**src/rtl/dlirq_pkg.sv**
```systemverilog
package dlirq_pkg;

  localparam logic [4:0] A_STAT0 = 5'h00;
  localparam logic [4:0] A_MASK0 = 5'h04;
  localparam logic [4:0] A_STAT1 = 5'h08;
  localparam logic [4:0] A_MASK1 = 5'h0C;
  localparam logic [4:0] A_EDGE  = 5'h10;
  localparam logic [4:0] A_CTRL  = 5'h18;

  // control byte: bit2 clear-on-read, bit1 pending-disable, bit0 exclusive
  typedef struct packed {
    logic cor;
    logic pdis;
    logic excl;
  } ctrl_t;

  function automatic int bytes_for(int nbits);
    return (nbits + 7) / 8;
  endfunction

  function automatic logic addr_is(logic [4:0] a, logic [4:0] base, int idx);
    return a == (base + 5'(idx));
  endfunction

  function automatic logic [4:0] stat_base(int line);
    return (line == 0) ? A_STAT0 : A_STAT1;
  endfunction

  function automatic logic [4:0] mask_base(int line);
    return (line == 0) ? A_MASK0 : A_MASK1;
  endfunction

  // code[1] = rising capture, code[0] = falling capture
  function automatic logic edge_hit(logic [1:0] code, logic rise, logic fall);
    return (code[1] & rise) | (code[0] & fall);
  endfunction

endpackage

```
**src/rtl/dl_edge_sync.sv**
```systemverilog
module dl_edge_sync import dlirq_pkg::*; #(
  parameter int N = 12
) (
  input  logic           clk,
  input  logic           rst_n,
  input  logic [N-1:0]   src_i,
  input  logic [2*N-1:0] trig_i,
  output logic [N-1:0]   ev_o
);

  logic [N-1:0] s1_q, s2_q, s3_q;
  logic [N-1:0] rise_w, fall_w;

  always_ff @(posedge clk or negedge rst_n) begin
    if (!rst_n) begin
      s1_q <= '0;
      s2_q <= '0;
      s3_q <= '0;
    end else begin
      s1_q <= src_i;
      s2_q <= s1_q;
      s3_q <= s2_q;
    end
  end

  assign rise_w = s2_q & ~s3_q;
  assign fall_w = ~s2_q & s3_q;

  for (genvar g = 0; g < N; g++) begin : g_src
    assign ev_o[g] = edge_hit(trig_i[2*g+1 -: 2], rise_w[g], fall_w[g]);
  end

endmodule

```
**src/rtl/dl_line_latch.sv**
```systemverilog
module dl_line_latch #(
  parameter int N = 12
) (
  input  logic         clk,
  input  logic         rst_n,
  input  logic [N-1:0] ev_i,
  input  logic [N-1:0] clr_i,
  input  logic         pend_dis_i,
  output logic [N-1:0] stat_o
);

  logic [N-1:0] stat_q, pend_q, stat_d, pend_d;

  // a new event always lands; a clear promotes the held event
  assign stat_d = ev_i | (~clr_i & stat_q) | (clr_i & pend_q);
  assign pend_d = (~clr_i & (pend_q | (ev_i & stat_q & {N{~pend_dis_i}})))
                | (clr_i & ev_i & pend_q);

  always_ff @(posedge clk or negedge rst_n) begin
    if (!rst_n) begin
      stat_q <= '0;
      pend_q <= '0;
    end else begin
      stat_q <= stat_d;
      pend_q <= pend_d;
    end
  end

  assign stat_o = stat_q;


  set_wins_chk: assert property (@(posedge clk) disable iff (!rst_n)
    (ev_i != '0) |=> ((stat_q & $past(ev_i)) == $past(ev_i)));


  no_spurious_set_chk: assert property (@(posedge clk) disable iff (!rst_n)
    ((stat_q & ~$past(stat_q) & ~$past(ev_i)) == '0));


  pend_under_stat_chk: assert property (@(posedge clk) disable iff (!rst_n)
    ((pend_q & ~stat_q) == '0));


  pend_dis_hold_chk: assert property (@(posedge clk) disable iff (!rst_n)
    pend_dis_i |=> ((pend_q & ~$past(pend_q)) == '0));

endmodule

```
**src/rtl/dual_line_irq.sv**
```systemverilog
module dual_line_irq import dlirq_pkg::*; #(
  parameter int N_SRC = 12
) (
  input  logic             clk,
  input  logic             rst_n,
  input  logic [N_SRC-1:0] src_i,
  input  logic [4:0]       reg_addr,
  input  logic             reg_wr,
  input  logic             reg_rd,
  input  logic [7:0]       reg_wdata,
  output logic [7:0]       reg_rdata,
  output logic [1:0]       irq_n
);

  localparam int EW = 2 * N_SRC;

  initial begin
    if (N_SRC < 1 || N_SRC > 24 || bytes_for(EW) > 6) $error("N_SRC out of range");
  end

  logic [N_SRC-1:0] stat    [2];
  logic [N_SRC-1:0] mask_q  [2];
  logic [N_SRC-1:0] clr_w   [2];
  logic [N_SRC-1:0] ev_line [2];
  logic [EW-1:0]    trig_q;
  logic [N_SRC-1:0] ev_w;
  ctrl_t            ctrl_q;
  logic [7:0]       rd_mux;

  // register writes: masks, trigger select, control
  always_ff @(posedge clk or negedge rst_n) begin
    if (!rst_n) begin
      mask_q[0] <= '1;
      mask_q[1] <= '1;
      trig_q    <= '0;
      ctrl_q    <= '0;
    end else if (reg_wr) begin
      for (int l = 0; l < 2; l++)
        for (int i = 0; i < N_SRC; i++)
          if (addr_is(reg_addr, mask_base(l), i / 8)) mask_q[l][i] <= reg_wdata[i % 8];
      for (int i = 0; i < EW; i++)
        if (addr_is(reg_addr, A_EDGE, i / 8)) trig_q[i] <= reg_wdata[i % 8];
      if (reg_addr == A_CTRL) ctrl_q <= ctrl_t'(reg_wdata[2:0]);
    end
  end

  dl_edge_sync #(.N(N_SRC)) u_sync (
    .clk    (clk),
    .rst_n  (rst_n),
    .src_i  (src_i),
    .trig_i (trig_q),
    .ev_o   (ev_w)
  );

  // line routing and clear requests
  always_comb begin
    ev_line[0] = ctrl_q.excl ? (ev_w & ~mask_q[0]) : ev_w;
    ev_line[1] = ctrl_q.excl ? (ev_w & mask_q[0])  : ev_w;
    for (int l = 0; l < 2; l++)
      for (int i = 0; i < N_SRC; i++)
        clr_w[l][i] = ctrl_q.cor
          ? (reg_rd && addr_is(reg_addr, stat_base(l), i / 8))
          : (reg_wr && addr_is(reg_addr, stat_base(l), i / 8) && reg_wdata[i % 8]);
  end

  for (genvar g = 0; g < 2; g++) begin : g_line
    dl_line_latch #(.N(N_SRC)) u_latch (
      .clk        (clk),
      .rst_n      (rst_n),
      .ev_i       (ev_line[g]),
      .clr_i      (clr_w[g]),
      .pend_dis_i (ctrl_q.pdis),
      .stat_o     (stat[g])
    );
    assign irq_n[g] = ~|(stat[g] & ~mask_q[g]);
  end

  // read mux and registered read data
  always_comb begin
    rd_mux = '0;
    for (int l = 0; l < 2; l++)
      for (int i = 0; i < N_SRC; i++) begin
        if (addr_is(reg_addr, stat_base(l), i / 8)) rd_mux[i % 8] = stat[l][i];
        if (addr_is(reg_addr, mask_base(l), i / 8)) rd_mux[i % 8] = mask_q[l][i];
      end
    for (int i = 0; i < EW; i++)
      if (addr_is(reg_addr, A_EDGE, i / 8)) rd_mux[i % 8] = trig_q[i];
    if (reg_addr == A_CTRL) rd_mux = {5'b0, ctrl_q};
  end

  always_ff @(posedge clk or negedge rst_n) begin
    if (!rst_n)      reg_rdata <= '0;
    else if (reg_rd) reg_rdata <= rd_mux;
  end

endmodule

```
**config.mk**
```make
export PLATFORM = sky130hd
export DESIGN_NAME = dual_line_irq
export DESIGN_NICKNAME = d
export VERILOG_FILES = /design/src/rtl/dlirq_pkg.sv /design/src/rtl/dl_edge_sync.sv /design/src/rtl/dl_line_latch.sv /design/src/rtl/dual_line_irq.sv
export SDC_FILE = /design/constraint.sdc
export NUM_CORES = 1
export LEC_CHECK = 0
export BUFFER_PORTS_ARGS = -buffer_cell sky130_fd_sc_hd__buf_4
export CORE_AREA = 2 2 165 119
export CTS_BUF_LIST = sky130_fd_sc_hd__clkbuf_4 sky130_fd_sc_hd__clkbuf_8
export DETAILED_ROUTE_END_ITERATION = 7
export DIE_AREA = 0 0 167 121
export PLACE_DENSITY_LB_ADDON = 0.3
export SKIP_CTS_REPAIR_TIMING = 1
export SYNTH_ARGS = -nofsm -noshare
export SYNTH_HDL_FRONTEND = slang
export SYNTH_HIERARCHICAL = 1
export SYNTH_SLANG_ARGS = --single-unit
```
**constraint.sdc**
```tcl
create_clock -name clk -period 3.39 [get_ports clk]
set_input_delay 0.1695 -clock clk [delete_from_list [all_inputs] [get_ports clk]]
set_output_delay 0.1695 -clock clk [all_outputs]
set_load 0.03 [all_outputs]
```
After elaboration in Yosys (flattened, before gate mapping)
Cells that the tools add are included.

Add/sub/neg operators: 0. $mul: 0. Div/mod/pow operators: 0. $lt $le $gt $ge: 0. Equal/unequal tests: 11. Shift operators: 0. Multiplexer cells: 99. Bitwise gates (word level): 71. Reduce and logical (&&, ||, !) cells: 45.

Operator list (count): bitwise AND 12 bit (20); two-way mux 1 bit (96); bitwise OR 12 bit (8); NOT 12 bit (6); logical AND 1 bit (32); bitwise AND 1 bit (24); two-way mux 12 bit (2); OR reduction 12 bit (2); equality test 5 x 4 -> 1 bit, second input constant (4); equality test 5 bit, second input constant (4); AND reduction 2 bit (8); bitwise OR 1 bit (12); equality test 5 x 3 -> 1 bit, second input constant (2); two-way mux 8 bit (1); equality test 5 x 1 -> 1 bit, second input constant (1); logical NOT 5 bit (1); logical NOT 1 bit (2); NOT 1 bit (1).

Register bits after elaboration: 143. Bits in latches: 0. Memory bits (writable): 0. ROM bits: 0. Input bits: 29. Output and inout bits: 10. Logic and storage cells: 244. Memories: 0.

Depth between registers and ports, before layout
Gate-level depths: netlist of run 1.

Depth in word-level cells: 13. Mapped depth: 8.

Hierarchy
Netlist of run 1, hierarchy kept.

By module, submodules not included: dual_line_irq (times used 1, cells an instance 408, area an instance 3952.5 um^2, seq. area each 1506.4 um^2); dl_line_latch (times used 2, cells an instance 95, area an instance 1104.8 um^2, seq. area each 600.6 um^2); dl_edge_sync (times used 1, cells an instance 72, area an instance 1141.1 um^2, seq. area each 900.9 um^2).

Least setup slack after synthesis of run 1
OpenSTA, ideal clock, no wires.

Path type: reg2out. Start: register mask_q[13] (netlist bit). End: output irq_n[0]. Data arrival time: 2635 ps. Data required time: 3220 ps. Setup slack: 586 ps. Stages on the path, launching flop included: 6. Path buffers: 0. Path through: dfstp_2 inv_1 a22o_1 a221oi_1 nand3_1 a2111oi_0.

Cells in the longest elaborated chain, start to end: 4.

Ends and longest elaborated chain: start, declared (line dual_line_irq.sv:22) `logic [N_SRC-1:0] mask_q [2];`; start signal, assigned by index (line dual_line_irq.sv:40) `if (addr_is(reg_addr, mask_base(l), i / 8)) mask_q[l][i] <= reg_wdata[i % 8];`; NOT 12 bit (line dual_line_irq.sv:75) `assign irq_n[g] = ~|(stat[g] & ~mask_q[g]);`; bitwise AND 12 bit (line dual_line_irq.sv:75); OR reduction 12 bit (line dual_line_irq.sv:75); logical NOT 1 bit (line dual_line_irq.sv:75); end, declared (line dual_line_irq.sv:12) `output logic [1:0] irq_n`.

Every way passes these cells.

Worst setup path in the final report of run 1
Same ends and word-level chain as after synthesis.

==> impl_metrics.json, run 1 <==
{
  "syn_to_final_growth_pct": 13.7,
  "relSlewSlack": 0.275,
  "synthMuxAreaShare": 0.0795,
  "rr_startpoint": "ctrl_q[2]",
  "first_global_vias": 5503,
  "status": "finished, violations left",
  "numPortBuffers": 38,
  "required_ps": 3220,
  "route.antenna.remaining_nets": 0,
  "synthSimpleGateAreaFrac": 0.211,
  "slowest_delay_ps": 570,
  "cts_htree_levels": 4,
  "grt_overflow": 0,
  "fin_ws_ps": 696,
  "synthXorXnorAreaFrac": 0,
  "synth_fa_ha_area_frac": 0,
  "worst-r2r-setup-slack_ps": 1320,
  "cp_slowest_cell": "a2111oi_0",
  "cp_cell_sequence": "inv_1, a22o_1, a221oi_1, nand3_1, a2111oi_0, buf_4",
  "synth_cell_types": 71,
  "p_per_area_nw_per_um2": 551,
  "crit_arrival_ps": 2520,
  "min_to": "mask_q[16]",
  "p_int_mw": 3.17,
  "final_common_cell": "dfrtp_1",
  "rsz0062_at_grt": "no",
  "cts_root_buf": "clkbuf_8",
  "vias_per_cell": 5.83,
  "worst_pin_slew_ps": 1090,
  "rows": 42,
  "fin_tns_setup_ps": 0,
  "final_hold_viol_count": 1,
  "vias": 5654,
  "drive_gt1_frac": 0.217,
  "fin_crit_sh": 0.795,
  "end_kind": "primary output",
  "total_power_mw": 4.58,
  "drc": 0,
  "synth_top_area_frac": 0.408,
  "hold_depth": 3,
  "worstPathBufferInverterCount": 2,
  "numCtsBuffers": 17,
  "fin_nets": 743,
  "ios": 39,
  "die_h_um": 121,
  "ys_ff_latch": 143,
  "final_cell_mix": "dfrtp_1, nand2_1, buf_4, nor2b_1, o21ai_0",
  "crit_fanout": 3,
  "synth_edf_count": 0,
  "switchingPower_mw": 1.41,
  "antenna_found_initial": 0,
  "seq_power_share": 0.501,
  "min_from": "reg_wdata[4]",
  "comb_power_share": 0.177,
  "grt_usage": 0.208,
  "syn_area_um2": 7300,
  "clk_path_buf_depth": 2,
  "synth_top_family_by_area": "simple AND/OR/NAND/NOR gates",
  "grt_max_degree": 120,
  "reg2reg_to": "g_line[1].u_latch/stat_o[0]",
  "wl_per_cell_um": 20.9,
  "synth_area_per_cell_um2": 10.9,
  "yosysTopAreaCell": "dfrtp_1",
  "holdWs_ps": -0.560,
  "die-area_um2": 20200,
  "synth_cells": 670,
  "initial_core_util": 0.394,
  "clk_pin_slew_ps": 90,
  "hpwl_um": 14200,
  "setup_viol": 0,
  "fmaxAchievable_ghz": 0.371,
  "vdd_drop_max_v": 0.000347,
  "clock-sinks": 143,
  "dp_slack_ps": 1130,
  "clockPowerShare": 0.323,
  "ys_seq_area_frac": 0.494,
  "failed_checks": "negative hold slack",
  "synth_fp_nets": 699,
  "p_leak_nw": 3.48,
  "synth_compound_area_frac": 0.177,
  "coreArea_um2": 18600,
  "antenna_cells": 0,
  "drv_slew": 0,
  "dr.pass1.iters": 5,
  "drt_iter0_markers": 638,
  "critPathLaunchType": "flop",
  "synth_area_leaders": "dfrtp_1, dfstp_2, mux2_4",
  "cts_tree": "done",
  "clock_latency_ps": 460,
  "finalWirelength_um": 20300,
  "hp-class": "primary input to flop",
  "cp_top_family": "compound AO/OA/AOI/OAI gates",
  "crit_type": "flop to primary output",
  "grt_pass1_wl_um": 31900,
  "r2r_cells": 5,
  "die_w_um": 167,
  "sw_frac_of_total": 0.308,
  "finalCriticalPeriod_ps": 2690,
  "max-cap-violations": 0,
  "fillers": 1732,
  "clock_skew_ps": 9.29,
  "yosys_warnings": 6,
  "gp_congestion": 0.920,
  "async_flop_share": 1.00,
  "synth_flop_cell": "dfrtp_1"
}
per-stage QoR:
step / utilization / hold WS (ps) / cell area (um2) / std cells
5_1_grt: 0.447 / 3.50 / 8300 / 969
4_1_cts: 0.440 / -209 / 8160 / 955
2_1_floorplan: - / -126 / 7300 / 670
6_report: 0.447 / -0.560 / 8300 / 969
3_5_place_dp: 0.417 / 280 / 7740 / 923
3_3_place_gp: 0.417 / 279 / 7740 / 923
power by group through the flow:
stage               clock network, mW  registers [mW]  logic (mW)
floorplan                           0            2.21       0.572
global placement                    0            2.29       0.764
detailed placement                  0            2.31       0.790
CTS                              1.50            2.28       0.795
global route                     1.59            2.33       0.886
finish                           1.48            2.29       0.809
worst min-delay path, stage by stage:
cell	delay (ps)
buf_4	150
nand2_1	60
o21ai_0	70
kinds of logic after synthesis:
logic type	after synthesis
AO/OA/AOI/OAI	179
buffers and inverters	59
flip-flops	143
AND/OR/NAND/NOR	246
multiplexers	43
how the worst max path moves through the flow:
| stage | to | startpoint | cells past startpoint | slack [ps] |
|---|---|---|---|---|
| after floorplan | irq_n[0] | mask_q[13] | 5 | 590 |
| after global placement | irq_n[0] | mask_q[13] | 6 | 1150 |
| after detailed placement | irq_n[0] | mask_q[13] | 6 | 1130 |
| after CTS | irq_n[0] | mask_q[13] | 6 | 620 |
| after global routing | irq_n[0] | mask_q[13] | 6 | 460 |
| final | irq_n[0] | mask_q[13] | 6 | 700 |
state kept, by name (all words and copies together), names as in the netlist:
register,count
reg_rdata,8
ctrl_q,3
trig_q,24
g_line.u_latch/pend_q,24
mask_q,24
u_sync/s3_q,12
g_line.u_latch/stat_o,24
u_sync/s1_q,12
u_sync/s2_q,12
synthesized netlist by cell type, types with 20 or more instances:
cell type and count:
nand2b_1 27, o21ai_0 33, a21boi_0 24, nand4bb_1 20, inv_1 29, dfstp_2 24
nor2b_1 34, a211o_1 28, dfrtp_1 119, nand2_1 62, nand3_1 28
per-layer routing:
layer | GRT usage | share of wire
met3 | 0.0643 | 0.082
met2 | 0.301 | 0.43
met5 | 0 | 0
met4 | 0.0544 | 0.013
met1 | 0.302 | 0.47
layout make-up:
cell class / count / area [um2] / area share
Clock buffer: 21 / 264 / 0.0318
Clock inverter: 11 / 155 / 0.0187
Inverter: 29 / 109 / 0.0131
Multi-Input combinational cell: 468 / 3410 / 0.411
Sequential cell: 143 / 3610 / 0.435
Tap cell: 242 / 303 / 0.0365
Timing Repair Buffer: 55 / 452 / 0.0544
Power figures use the tool's default switching activity.
==> run 2, diff against run 1 <==
clock period = 2.5 ns   (was 3.39 ns; I/O delays follow)
==> impl_metrics.json, run 2 (synthesis results as in run 1) <==
{
  "status": "finished, final reports clean",
  "drc": 0,
  "multi_input_area_um2": 3430,
  "initial_core_util": 0.394,
  "drv_slew": 0,
  "first_global_vias": 5590,
  "cp-endpoint": "irq_n[0]",
  "dp_cells": 927,
  "fillers": 1724,
  "die_w_um": 167,
  "ios": 39,
  "route.antenna.remaining_nets": 0,
  "worst_pin_slew_ps": 889,
  "crit_type": "flop to primary output",
  "fin_crit_sh": 0.960,
  "vias_per_cell": 5.71,
  "hp-class": "primary input to flop",
  "rsz0062_at_grt": "yes",
  "max-cap-violations": 0,
  "grt_pass1_wl_um": 32700,
  "final_hold_viol_count": 0,
  "coreArea_um2": 18600,
  "vias": 5577,
  "p_per_area_nw_per_um2": 721,
  "end_kind": "primary output",
  "syn_to_final_growth_pct": 14.5,
  "cts_htree_levels": 4,
  "fin_nets": 751,
  "final_cell_mix": "dfrtp_1, nand2_1, buf_4, nor2b_1, o21ai_0",
  "slowest_delay_ps": 560,
  "clk_path_buf_depth": 2,
  "critPathLaunchType": "flop",
  "grt_overflow": 0,
  "holdWs_ps": 9.74,
  "clock_latency_ps": 460,
  "regArea_um2": 3610,
  "clock-sinks": 143,
  "hpwl_um": 15100,
  "relSlewSlack": 0.407,
  "drt_iter0_markers": 401,
  "antenna_cells": 0,
  "drive_gt1_frac": 0.223,
  "required_ps": 2380,
  "cts_root_buf": "clkbuf_8",
  "numPortBuffers": 38,
  "wl_per_cell_um": 21.4,
  "crit_arrival_ps": 2280,
  "cts_tree": "done",
  "antenna_found_initial": 0,
  "grt_usage": 0.215,
  "finalCriticalPeriod_ps": 2400,
  "setup_viol": 0,
  "die_h_um": 121,
  "crit_fanout": 3,
  "clk_pin_slew_ps": 80,
  "vdd_drop_max_v": 0.000447,
  "fmaxAchievable_ghz": 0.417,
  "final_cells": 977,
  "numCtsBuffers": 17,
  "grt_max_degree": 54,
  "gp_congestion": 0.899,
  "reg2reg_to": "g_line[1].u_latch/stat_o[6]",
  "final_common_cell": "dfrtp_1",
  "cp_cell_sequence": "inv_1, a22o_1, a221oi_1, nand3_1, a2111oi_4, buf_4",
  "worst-r2r-setup-slack_ps": 460,
  "finalWirelength_um": 20900,
  "rr_startpoint": "ctrl_q[2]",
  "clock_skew_ps": 16.8,
  "p_leak_nw": 3.50,
  "dr.pass1.iters": 5,
  "cp-startpoint": "mask_q[13]",
  "r2r_cells": 5,
  "die-area_um2": 20200,
  "cp_slowest_cell": "dfstp_2",
  "rows": 42
}
-- run 2: metal layers --
metal / track usage / wire length (um)
met1: 0.319 / 10400
met2: 0.326 / 9080
met4: 0.0501 / 204
met3: 0.0421 / 1240
met5: 0 / 0
-- run 2: worst min-delay path by stage --
stage                 startpoint        endpoint  slack (ps)  cells past startpoint
CTS                        rst_n  u_sync/s1_q[0]        -400                      1
global route        reg_wdata[3]      mask_q[15]           7                      3
floorplan                  rst_n       ctrl_q[0]        -170                      0
detailed placement         rst_n  u_sync/s1_q[0]         100                      1
finish              reg_wdata[1]      mask_q[13]          10                      3
global placement           rst_n  u_sync/s2_q[0]          90                      1
-- run 2: critical path: cells and delay by family (launching register included) --
kind,cells,cell delay (ps)
compound gates,3,810
simple gates,1,180
buf+inv,2,280
flops,1,560
-- run 2: metrics by stage --
stage          power [mW]  TNS [ps]  instance area (um2)   util  setup slack, ps
2_1_floorplan        3.77         0                 7310      -              120
3_3_place_gp         4.17         0                 7790  0.420              464
3_5_place_dp         4.24         0                 7790  0.420              418
4_1_cts              6.03      -185                 8160  0.440             -100
5_1_grt              6.35     -93.1                 8370  0.451            -93.1
6_report             6.03         0                 8370  0.451             99.2
-- run 2: cell type report --
class	count	share of cell area
Timing Repair Buffer	63	0.0639
Tap cell	242	0.0362
Sequential cell	143	0.431
Multi-Input combinational cell	468	0.411
Clock buffer	19	0.0313
Clock inverter	13	0.0138
Inverter	29	0.0130
-- run 2: report_power, final --
group          switching [mW]  internal, mW
Sequential              0.389          2.72
Clock                    1.01         0.776
Combinational           0.593         0.542
Total                    1.99          4.04
==> run 3, diff against run 2 <==
CORE_AREA = 2 2 148 107   (was 2 2 165 119)
DIE_AREA = 0 0 150 109   (was 0 0 167 121)
==> impl_metrics.json, run 3 (synthesis results as in run 1) <==
{
  "drv_slew": 0,
  "worstPathBufferInverterCount": 2,
  "end_kind": "primary output",
  "met2_wirelength_um": 8670,
  "numCtsBuffers": 17,
  "crit_fanout": 3,
  "initial_core_util": 0.486,
  "fin_ws_ps": 26.4,
  "place_area_um2": 7730,
  "fin_crit_sh": 0.989,
  "max-cap-violations": 0,
  "antenna_cells": 0,
  "die_w_um": 150,
  "slowest_delay_ps": 560,
  "hpwl_um": 13900,
  "route.antenna.remaining_nets": 0,
  "hp-class": "primary input to flop",
  "r2r_cells": 5,
  "finalWirelength_um": 19700,
  "crit_arrival_ps": 2350,
  "rr_startpoint": "ctrl_q[2]",
  "wl_per_cell_um": 21.0,
  "crit_type": "flop to primary output",
  "post-route-util": 0.560,
  "clock_skew_ps": 13.2,
  "grt_pass1_wl_um": 30700,
  "required_ps": 2380,
  "worst-r2r-setup-slack_ps": 430,
  "grt_overflow": 0,
  "gp_congestion": 0.898,
  "rows": 38,
  "clk_pin_slew_ps": 90,
  "final_cell_mix": "dfrtp_1, nand2_1, buf_4, nor2b_1, o21ai_0",
  "cp_top_family": "compound AO/OA/AOI/OAI gates",
  "min_from": "reg_rd",
  "cp_cell_sequence": "inv_1, a22o_1, a221oi_1, nand3_1, a2111oi_4, buf_4",
  "ios": 39,
  "fin_tns_setup_ps": 0,
  "first_global_vias": 5589,
  "drc": 0,
  "multi_input_area_um2": 3430,
  "clk_path_buf_depth": 2,
  "cts_tree": "done",
  "clock_latency_ps": 460,
  "vias": 5666,
  "regArea_um2": 3610,
  "relSlewSlack": 0.344,
  "dp_cells": 885,
  "dr_wl_met3_um": 1670,
  "fin_nets": 754,
  "met1Wirelength_um": 8690,
  "dr.pass1.iters": 5,
  "coreArea_um2": 15000,
  "critPathLaunchType": "flop",
  "grt_usage": 0.253,
  "worst_pin_slew_ps": 984,
  "hold_depth": 3,
  "p_leak_nw": 3.55,
  "fmaxAchievable_ghz": 0.404,
  "antenna_found_initial": 0,
  "final_hold_viol_count": 0,
  "p_per_area_nw_per_um2": 750,
  "die_h_um": 109,
  "min_to": "reg_rdata[4]",
  "final_common_cell": "dfrtp_1",
  "status": "finished, final reports clean",
  "die-area_um2": 16400,
  "vdd_drop_max_v": 0.000489,
  "finalCriticalPeriod_ps": 2470,
  "cp_slowest_cell": "dfstp_2",
  "numPortBuffers": 38,
  "setup_viol": 0,
  "syn_to_final_growth_pct": 15.2,
  "fillers": 1286,
  "routed.top_layer": "met4",
  "drt_iter0_markers": 684,
  "clock-sinks": 143,
  "dp_slack_ps": 405,
  "vias_per_cell": 6.04,
  "cts_root_buf": "clkbuf_8",
  "cts_htree_levels": 4,
  "drive_gt1_frac": 0.222,
  "fin_area_um2": 8410,
  "reg2reg_to": "g_line[1].u_latch/stat_o[0]",
  "final_cells": 938,
  "grt_max_degree": 54
}
run 3: changes by cell type in the layout (fill, tap and decap cells not counted), sizes merged:
cell / change
clkinvlp: -1
bufinv: +3
clkinv: -1
inv: +1
clkbuf: -2
dlygate4sd3: +3
run 3: worst max-delay path by stage:
stage | slack [ps] | cells past startpoint | start | end
finish | 30 | 6 | mask_q[13] | irq_n[0]
global route | -3 | 6 | mask_q[13] | irq_n[0]
CTS | -60 | 6 | mask_q[13] | irq_n[0]
detailed placement | 410 | 6 | reg_addr[4] | g_line[1].u_latch/stat_o[4]
global placement | 440 | 6 | reg_addr[0] | g_line[1].u_latch/stat_o[0]
floorplan | 120 | 5 | mask_q[13] | irq_n[0]
run 3: through the flow:
stage | total power, mW | hold slack [ps]
after floorplan | 3.77 | -171
after global placement | 4.14 | 98.9
after detailed placement | 4.22 | 108
after CTS | 6.27 | -389
after global routing | 6.59 | 50.9
final | 6.31 | 53.3
run 3: routing by layer:
metal	GRT usage	up-vias
met1	0.353	2826
met2	0.381	242
met3	0.0632	57
li1	-	2541
met5	0	-
met4	0.102	0
run 3: where the power goes:
| group | switching, mW | internal [mW] |
|---|---|---|
| clock network | 1.03 | 1.04 |
| registers | 0.395 | 2.72 |
| logic | 0.582 | 0.542 |
| total | 2.00 | 4.30 |
run 3: cell type report:
cell class                 count  area share
clock inverter                15      0.0251
inverter                      29      0.0129
multi-input combinational    468       0.408
sequential                   143       0.429
clock buffer                  17      0.0278
tap                          200      0.0297
timing repair buffer          66      0.0671
run 3: tightest hold or removal path: cells and delay by family:
family	cells	cell delay, ps
AOI/OAI and AO/OA	2	170
buffers and inverters	1	170
